### config.mk
export PLATFORM = sky130hd
export DESIGN_NAME = seg_reduce_unit
export DESIGN_NICKNAME = d
export VERILOG_FILES = /design/src/rtl/seg_red_pkg.sv /design/src/rtl/seg_pos_counter.sv /design/src/rtl/seg_accum.sv /design/src/rtl/seg_out_slot.sv /design/src/rtl/seg_reduce_unit.sv
export SDC_FILE = /design/constraint.sdc
export NUM_CORES = 1
export LEC_CHECK = 0
export BUFFER_PORTS_ARGS = -buffer_cell sky130_fd_sc_hd__buf_2
export CAP_MARGIN = 40
export CORE_ASPECT_RATIO = 1.5
export CORE_MARGIN = 8
export CORE_UTILIZATION = 50
export CTS_CLUSTER_DIAMETER = 150
export DETAILED_ROUTE_END_ITERATION = 10
export PLACE_DENSITY = 0.71
export SYNTH_ARGS = -nofsm -noshare
export SYNTH_HDL_FRONTEND = slang
export SYNTH_SLANG_ARGS = --single-unit
### constraint.sdc
create_clock -name clk -period 3.9 [get_ports clk]
set_clock_uncertainty 0.15 [all_clocks]
set_input_delay 0.78 -clock clk [delete_from_list [all_inputs] [get_ports clk]]
set_output_delay 0.78 -clock clk [all_outputs]
set_load 0.005 [all_outputs]
### src/rtl/seg_red_pkg.sv
package seg_red_pkg;
  typedef enum logic [1:0] {
    ST_IDLE  = 2'd0,
    ST_RUN   = 2'd1,
    ST_FLUSH = 2'd2,
    ST_DRAIN = 2'd3
  } seg_state_t;
endpackage

### src/rtl/seg_pos_counter.sv
module seg_pos_counter #(
  parameter int GROUP = 4,
  localparam int PW = (GROUP > 1) ? $clog2(GROUP) : 1
) (
  input  logic          clk,
  input  logic          rst_n,
  input  logic          clear,
  input  logic          advance,
  output logic [PW-1:0] pos,
  output logic          at_first
);
  localparam logic [PW-1:0] POS_LAST = PW'(GROUP - 1);

  always_ff @(posedge clk or negedge rst_n) begin
    if (!rst_n)
      pos <= '0;
    else if (clear)
      pos <= '0;
    else if (advance) begin
      if (pos == POS_LAST)
        pos <= '0;
      else
        pos <= pos + 1'b1;
    end
  end

  assign at_first = (pos == '0);

  AST_POS_RANGE: assert property (@(posedge clk) disable iff (!rst_n)
    pos <= POS_LAST);
  AST_POS_HOLD: assert property (@(posedge clk) disable iff (!rst_n)
    (!advance && !clear) |=> $stable(pos));
endmodule

### src/rtl/seg_accum.sv
module seg_accum #(
  parameter int W = 32
) (
  input  logic         clk,
  input  logic         rst_n,
  input  logic         take,
  input  logic         fresh,
  input  logic [W-1:0] din,
  output logic [W-1:0] acc
);
  always_ff @(posedge clk or negedge rst_n) begin
    if (!rst_n)
      acc <= '0;
    else if (take)
      acc <= fresh ? din : (acc + din);
  end

  AST_ACC_IDLE: assert property (@(posedge clk) disable iff (!rst_n)
    !take |=> $stable(acc));
endmodule

### src/rtl/seg_out_slot.sv
module seg_out_slot #(
  parameter int W = 32
) (
  input  logic         clk,
  input  logic         rst_n,
  input  logic         push,
  input  logic [W-1:0] push_data,
  output logic         out_valid,
  input  logic         out_ready,
  output logic [W-1:0] out_data
);
  always_ff @(posedge clk or negedge rst_n) begin
    if (!rst_n) begin
      out_valid <= 1'b0;
      out_data  <= '0;
    end else if (push) begin
      out_valid <= 1'b1;
      out_data  <= push_data;
    end else if (out_ready) begin
      out_valid <= 1'b0;
    end
  end

  AST_NO_OVERWRITE: assert property (@(posedge clk) disable iff (!rst_n)
    push |-> (!out_valid || out_ready));
  AST_HOLD_DATA: assert property (@(posedge clk) disable iff (!rst_n)
    (out_valid && !out_ready) |=> (out_valid && $stable(out_data)));
endmodule

### src/rtl/seg_reduce_unit.sv
module seg_reduce_unit
  import seg_red_pkg::*;
#(
  parameter int W         = 32,
  parameter int TOTAL_LEN = 12,
  parameter int OUT_LEN   = 3,
  localparam int GROUP    = TOTAL_LEN / OUT_LEN,
  localparam int PW       = (GROUP > 1) ? $clog2(GROUP) : 1,
  localparam int EW       = $clog2(TOTAL_LEN + 1),
  localparam int OW       = $clog2(OUT_LEN + 1)
) (
  input  logic         clk,
  input  logic         rst_n,
  input  logic         start,
  input  logic         in_valid,
  input  logic [W-1:0] in_data,
  output logic         in_ready,
  output logic         out_valid,
  output logic [W-1:0] out_data,
  input  logic         out_ready,
  output logic         done
);
  if (OUT_LEN < 1 || TOTAL_LEN % OUT_LEN != 0) begin : g_bad_ratio
    $error("TOTAL_LEN must be a nonzero multiple of OUT_LEN");
  end

  seg_state_t       state;
  logic [EW-1:0]    elem_cnt;
  logic [OW-1:0]    out_cnt;
  logic [PW-1:0]    pos;
  logic             pos_first;
  logic [W-1:0]     acc;
  logic             accept_ok, in_fire, out_fire;
  logic             push_mid, push_flush, push;
  logic             last_elem, last_out, arm;

  assign arm        = (state == ST_IDLE) && start;
  assign accept_ok  = !out_valid || out_ready;
  assign in_ready   = (state == ST_RUN) && accept_ok;
  assign in_fire    = in_valid && in_ready;
  assign out_fire   = out_valid && out_ready;
  assign last_elem  = (elem_cnt == EW'(TOTAL_LEN - 1));
  assign last_out   = (out_cnt == OW'(OUT_LEN - 1));
  assign push_mid   = in_fire && pos_first && (elem_cnt != '0);
  assign push_flush = (state == ST_FLUSH) && accept_ok;
  assign push       = push_mid || push_flush;

  seg_pos_counter #(.GROUP(GROUP)) i_pos (
    .clk      (clk),
    .rst_n    (rst_n),
    .clear    (arm),
    .advance  (in_fire),
    .pos      (pos),
    .at_first (pos_first)
  );

  seg_accum #(.W(W)) i_acc (
    .clk   (clk),
    .rst_n (rst_n),
    .take  (in_fire),
    .fresh (pos_first),
    .din   (in_data),
    .acc   (acc)
  );

  seg_out_slot #(.W(W)) i_slot (
    .clk       (clk),
    .rst_n     (rst_n),
    .push      (push),
    .push_data (acc),
    .out_valid (out_valid),
    .out_ready (out_ready),
    .out_data  (out_data)
  );

  always_ff @(posedge clk or negedge rst_n) begin
    if (!rst_n) begin
      state    <= ST_IDLE;
      elem_cnt <= '0;
      out_cnt  <= '0;
      done     <= 1'b0;
    end else begin
      done <= 1'b0;
      if (arm) begin
        elem_cnt <= '0;
        out_cnt  <= '0;
      end else begin
        if (in_fire)
          elem_cnt <= elem_cnt + 1'b1;
        if (out_fire)
          out_cnt <= out_cnt + 1'b1;
      end
      unique case (state)
        ST_IDLE:  if (start) state <= ST_RUN;
        ST_RUN:   if (in_fire && last_elem) state <= ST_FLUSH;
        ST_FLUSH: if (push_flush) state <= ST_DRAIN;
        ST_DRAIN: if (out_fire && last_out) begin
          state <= ST_IDLE;
          done  <= 1'b1;
        end
        default:  state <= ST_IDLE;
      endcase
    end
  end

  AST_IDLE_QUIET: assert property (@(posedge clk) disable iff (!rst_n)
    (state == ST_IDLE) |-> !in_ready);
  AST_BACKPRESSURE: assert property (@(posedge clk) disable iff (!rst_n)
    (out_valid && !out_ready) |-> !in_ready);
  AST_DONE_SINGLE: assert property (@(posedge clk) disable iff (!rst_n)
    done |=> !done);
  AST_DONE_QUIET: assert property (@(posedge clk) disable iff (!rst_n)
    done |-> (!out_valid && !in_ready));
  AST_ELEM_BOUND: assert property (@(posedge clk) disable iff (!rst_n)
    elem_cnt <= EW'(TOTAL_LEN));
endmodule

==> insert_results.sql <==
INSERT INTO impl_metrics (metric_group, metric, value, unit) VALUES
('yosys', 'number_of_warnings_issued_by_yosys', '0', ''),
('sta', 'setup-violations-final', '0', ''),
('yosys', 'synth.lib_cells_used.distinct', '56', ''),
('final_layout', 'fraction_of_layout_cells_with_a_size_suffix_above_1', '22.86', '%'),
('clocking', 'numCtsBuffers', '9', ''),
('placement', 'place.detailed.instances', '709', ''),
('die', 'die_area', '0.01364', 'sq mm'),
('sta', 'final_critical_path_setup_slack', '0.8000', 'ns'),
('routing', 'postRouteWirelength', '12030', 'microns'),
('sta', 'drv_slew', '0', ''),
('placement', 'cell_area_placed', '0.005518', 'sq mm'),
('placement', 'pre_cts_setup_slack', '0.4672', 'ns'),
('final_layout', 'finalCoreUtilization', '58.62', '%'),
('sta', 'timing.hold.ws', '0.2339', 'ns'),
('global_route', 'grt_antenna_before_repair', '0', ''),
('sta', 'max_slew_margin', '46.33', '%'),
('sta', 'report.final.hold_viol_count', '0', ''),
('yosys', 'post_synth_xor_area_fraction', '4.857', '%'),
('yosys', 'count_of_flip_flops_with_a_built_in_enable_after_synthesis', '0', ''),
('yosys', 'synth_area_leader_cell', 'sky130_fd_sc_hd__dfrtp_1', ''),
('final_layout', 'insertedDiodeCount', '0', ''),
('hold_path', 'hp-class', 'in2async', ''),
('clocking', 'clkSinkCount', '76', ''),
('outcome', 'status', 'finished clean', ''),
('run', 'max-cap-violations', '0', ''),
('final_layout', 'final_cells', '725', ''),
('yosys', 'synth_seq_cells', '76', ''),
('global_route', 'globalRouteTotalUtil', '18.47', '%'),
('worst_setup_path', 'required_arrival_time_at_the_worst_endpoint', '4.02', 'ns'),
('power_and_ir_drop', 'total_power', '4.955', 'mW'),
('yosys', 'syn_inst', '540', ''),
('power_and_ir_drop', 'power.ir.vdd_worst', '368.5', 'uV'),
('die', 'start_util', '50.66', '%'),
('placement', 'port_buffers', '71', ''),
('sta', 'post-route-min-period', '3.100', 'ns'),
('final_layout', 'layout-area-overhead-vs-synth', '15.71', '%'),
('clocking', 'clkLatencyLatePin', '0.34', 'ns'),
('yosys', 'syn-cell-area', '0.005049', 'sq mm'),
('yosys', 'synth_compound_gate_area_share', '20.47', '%'),
('sta', 'tightestPinTransition', '0.8031', 'ns'),
('die', 'design.core.area', '0.009966', 'sq mm'),
('yosys', 'synth.mux.area_fraction', '9.517', '%'),
('global_route', 'globalRoute.totalOverflow', '0', ''),
('yosys', 'ys_top_cells_by_area', 'sky130_fd_sc_hd__dfrtp_1 38%, sky130_fd_sc_hd__ha_1 10%, sky130_fd_sc_hd__mux2_2 7.1%, sky130_fd_sc_hd__a21oi_1 5.6%, sky130_fd_sc_hd__o21ai_0 4.3%', ''),
('yosys', 'yosys.area.top_type_share', '37.67', '%'),
('routing', 'ant_nets', '0', ''),
('worst_setup_path', 'worst_ep_arrival', '3.22', 'ns'),
('final_layout', 'multi_input_area', '0.002987', 'sq mm'),
('clocking', 'cts_setup_buffers', '0', ''),
('clocking', 'clk_pin_slew_worst_paths', '0.06', 'ns'),
('yosys', 'asyncSetResetFlopFracSynth', '100.0', '%'),
('global_route', 'maximum_number_of_pins_on_one_net_before_global_route_repair', '55', ''),
('routing', 'wire_per_inst', '16.59', 'microns'),
('yosys', 'syn_avg_cell_area', '9.349', 'sq um'),
('die', 'std_cell_rows', '45', ''),
('worst_setup_path', 'critical_path_launch_point_type', 'primary input', ''),
('yosys', 'combinational_family_with_the_most_area_after_synthesis', 'compound AO/OA/AOI/OAI gates', ''),
('worst_setup_path', 'capturing_element_type_of_the_critical_path', 'flop', ''),
('yosys', 'synthAdderAreaFrac', '10.56', '%'),
('yosys', 'mappedNetlistNets', '619', ''),
('routing', 'via_count_of_the_routed_design', '4211', ''),
('clocking', 'cts_tree', 'done', ''),
('yosys', 'yosys.area_share.simple', '13.63', '%'),
('worst_setup_path', 'critPathMaxFanout', '3', ''),
('global_route', 'grt_pass1_vias', '4345', ''),
('power_and_ir_drop', 'pwr_density_cell', '848.2', 'mW/mm^2'),
('sta', 'rsz0062_at_grt', 'no', ''),
('clocking', 'number_of_gates_given_a_new_drive_strength_after_cts', '0', ''),
('routing', 'route.detailed.drc', '0', ''),
('final_layout', 'fill_cell_total_of_the_finished_layout', '891', ''),
('yosys', 'most_frequently_used_cell_type_in_the_post_synthesis_netlist', 'sky130_fd_sc_hd__dfrtp_1', '');
## area by class of cell
class | instances | area share [%]
tap | 117 | 2.506
timing repair buffer | 79 | 7.368
inverter | 14 | 0.8996
clock inverter | 7 | 1.692
clock buffer | 9 | 3.855
multi-input combinational | 423 | 51.12
sequential | 76 | 32.56
## placed cells by master (no fill, tap or decap), types with 2 or more instances in the layout
cell and count:
sky130_fd_sc_hd__nor2_1 38, sky130_fd_sc_hd__nand4_1 9, sky130_fd_sc_hd__and3_1 4, sky130_fd_sc_hd__nor2b_1 4, sky130_fd_sc_hd__dfrtp_1 76, sky130_fd_sc_hd__o31ai_1 3
sky130_fd_sc_hd__a211oi_1 5, sky130_fd_sc_hd__inv_1 14, sky130_fd_sc_hd__ha_1 40, sky130_fd_sc_hd__clkbuf_16 9, sky130_fd_sc_hd__a31oi_1 4, sky130_fd_sc_hd__clkinv_4 2
sky130_fd_sc_hd__nand2_1 51, sky130_fd_sc_hd__nand3b_1 2, sky130_fd_sc_hd__nand2b_1 4, sky130_fd_sc_hd__mux2i_1 12, sky130_fd_sc_hd__bufinv_16 2, sky130_fd_sc_hd__and2_1 2
sky130_fd_sc_hd__o21ai_2 2, sky130_fd_sc_hd__nand3_1 15, sky130_fd_sc_hd__o21bai_1 6, sky130_fd_sc_hd__buf_2 70, sky130_fd_sc_hd__nor3_1 11, sky130_fd_sc_hd__o22ai_1 3
sky130_fd_sc_hd__xnor2_1 18, sky130_fd_sc_hd__o21ai_0 43, sky130_fd_sc_hd__nor3b_1 3, sky130_fd_sc_hd__o211ai_1 3, sky130_fd_sc_hd__o21a_1 11, sky130_fd_sc_hd__xor2_1 10
sky130_fd_sc_hd__buf_4 8, sky130_fd_sc_hd__a21oi_1 56, sky130_fd_sc_hd__mux2_2 32, sky130_fd_sc_hd__a21o_1 8
## layer usage
metal	GRT usage [%]	wire length, microns
met1	20.63	4867
met2	32.91	6421
met3	3.618	458
met4	8.168	279
met5	0	0
## critical path: stages
cell and delay, ns:
sky130_fd_sc_hd__buf_2 0.11, sky130_fd_sc_hd__ha_1 0.21, sky130_fd_sc_hd__fa_1 0.43, sky130_fd_sc_hd__a211oi_2 0.27, sky130_fd_sc_hd__o21bai_1 0.16, sky130_fd_sc_hd__a21oi_1 0.24, sky130_fd_sc_hd__o21bai_1 0.09, sky130_fd_sc_hd__a21oi_1 0.22
sky130_fd_sc_hd__o21ai_0 0.15, sky130_fd_sc_hd__or4b_1 0.48, sky130_fd_sc_hd__nand3_1 0.09
## power by group
group | switching, mW | total, mW | internal (mW)
Combinational | 1.47 | 2.68 | 1.21
Sequential | 0.227 | 1.37 | 1.14
Clock | 0.340 | 0.903 | 0.563
Total | 2.04 | 4.95 | 2.92
## flip-flops by register name, indices dropped and copies added (netlist names)
register,count
i_slot.out_valid,1
i_slot.out_data,32
i_acc.acc,32
done,1
i_pos.pos,2
out_cnt,2
state,2
elem_cnt,4
## kinds of logic after synthesis
group,count (synthesis)
buffers and inverters,41
AO/OA/AOI/OAI,161
adder cells (fa/ha/maj),42
AND/OR/NAND/NOR,148
flip-flops,76
multiplexers,44
XOR/XNOR,28
## worst paths after layout
kind	slack, ns	to	start	depth (start not counted)
min	0.23	i_acc.acc[27]	rst_n	1
max reg2reg	0.95	i_acc.acc[10]	i_acc.acc[0]	10
max in group asynchronous	2.78	done	rst_n	2
min reg2reg	0.35	i_slot.out_data[29]	i_slot.out_data[29]	1
min in group clk	0.35	i_slot.out_data[29]	i_slot.out_data[29]	1
max	0.80	i_acc.acc[10]	in_data[0]	11
Note: power is estimated with default switching activity, not from simulation.
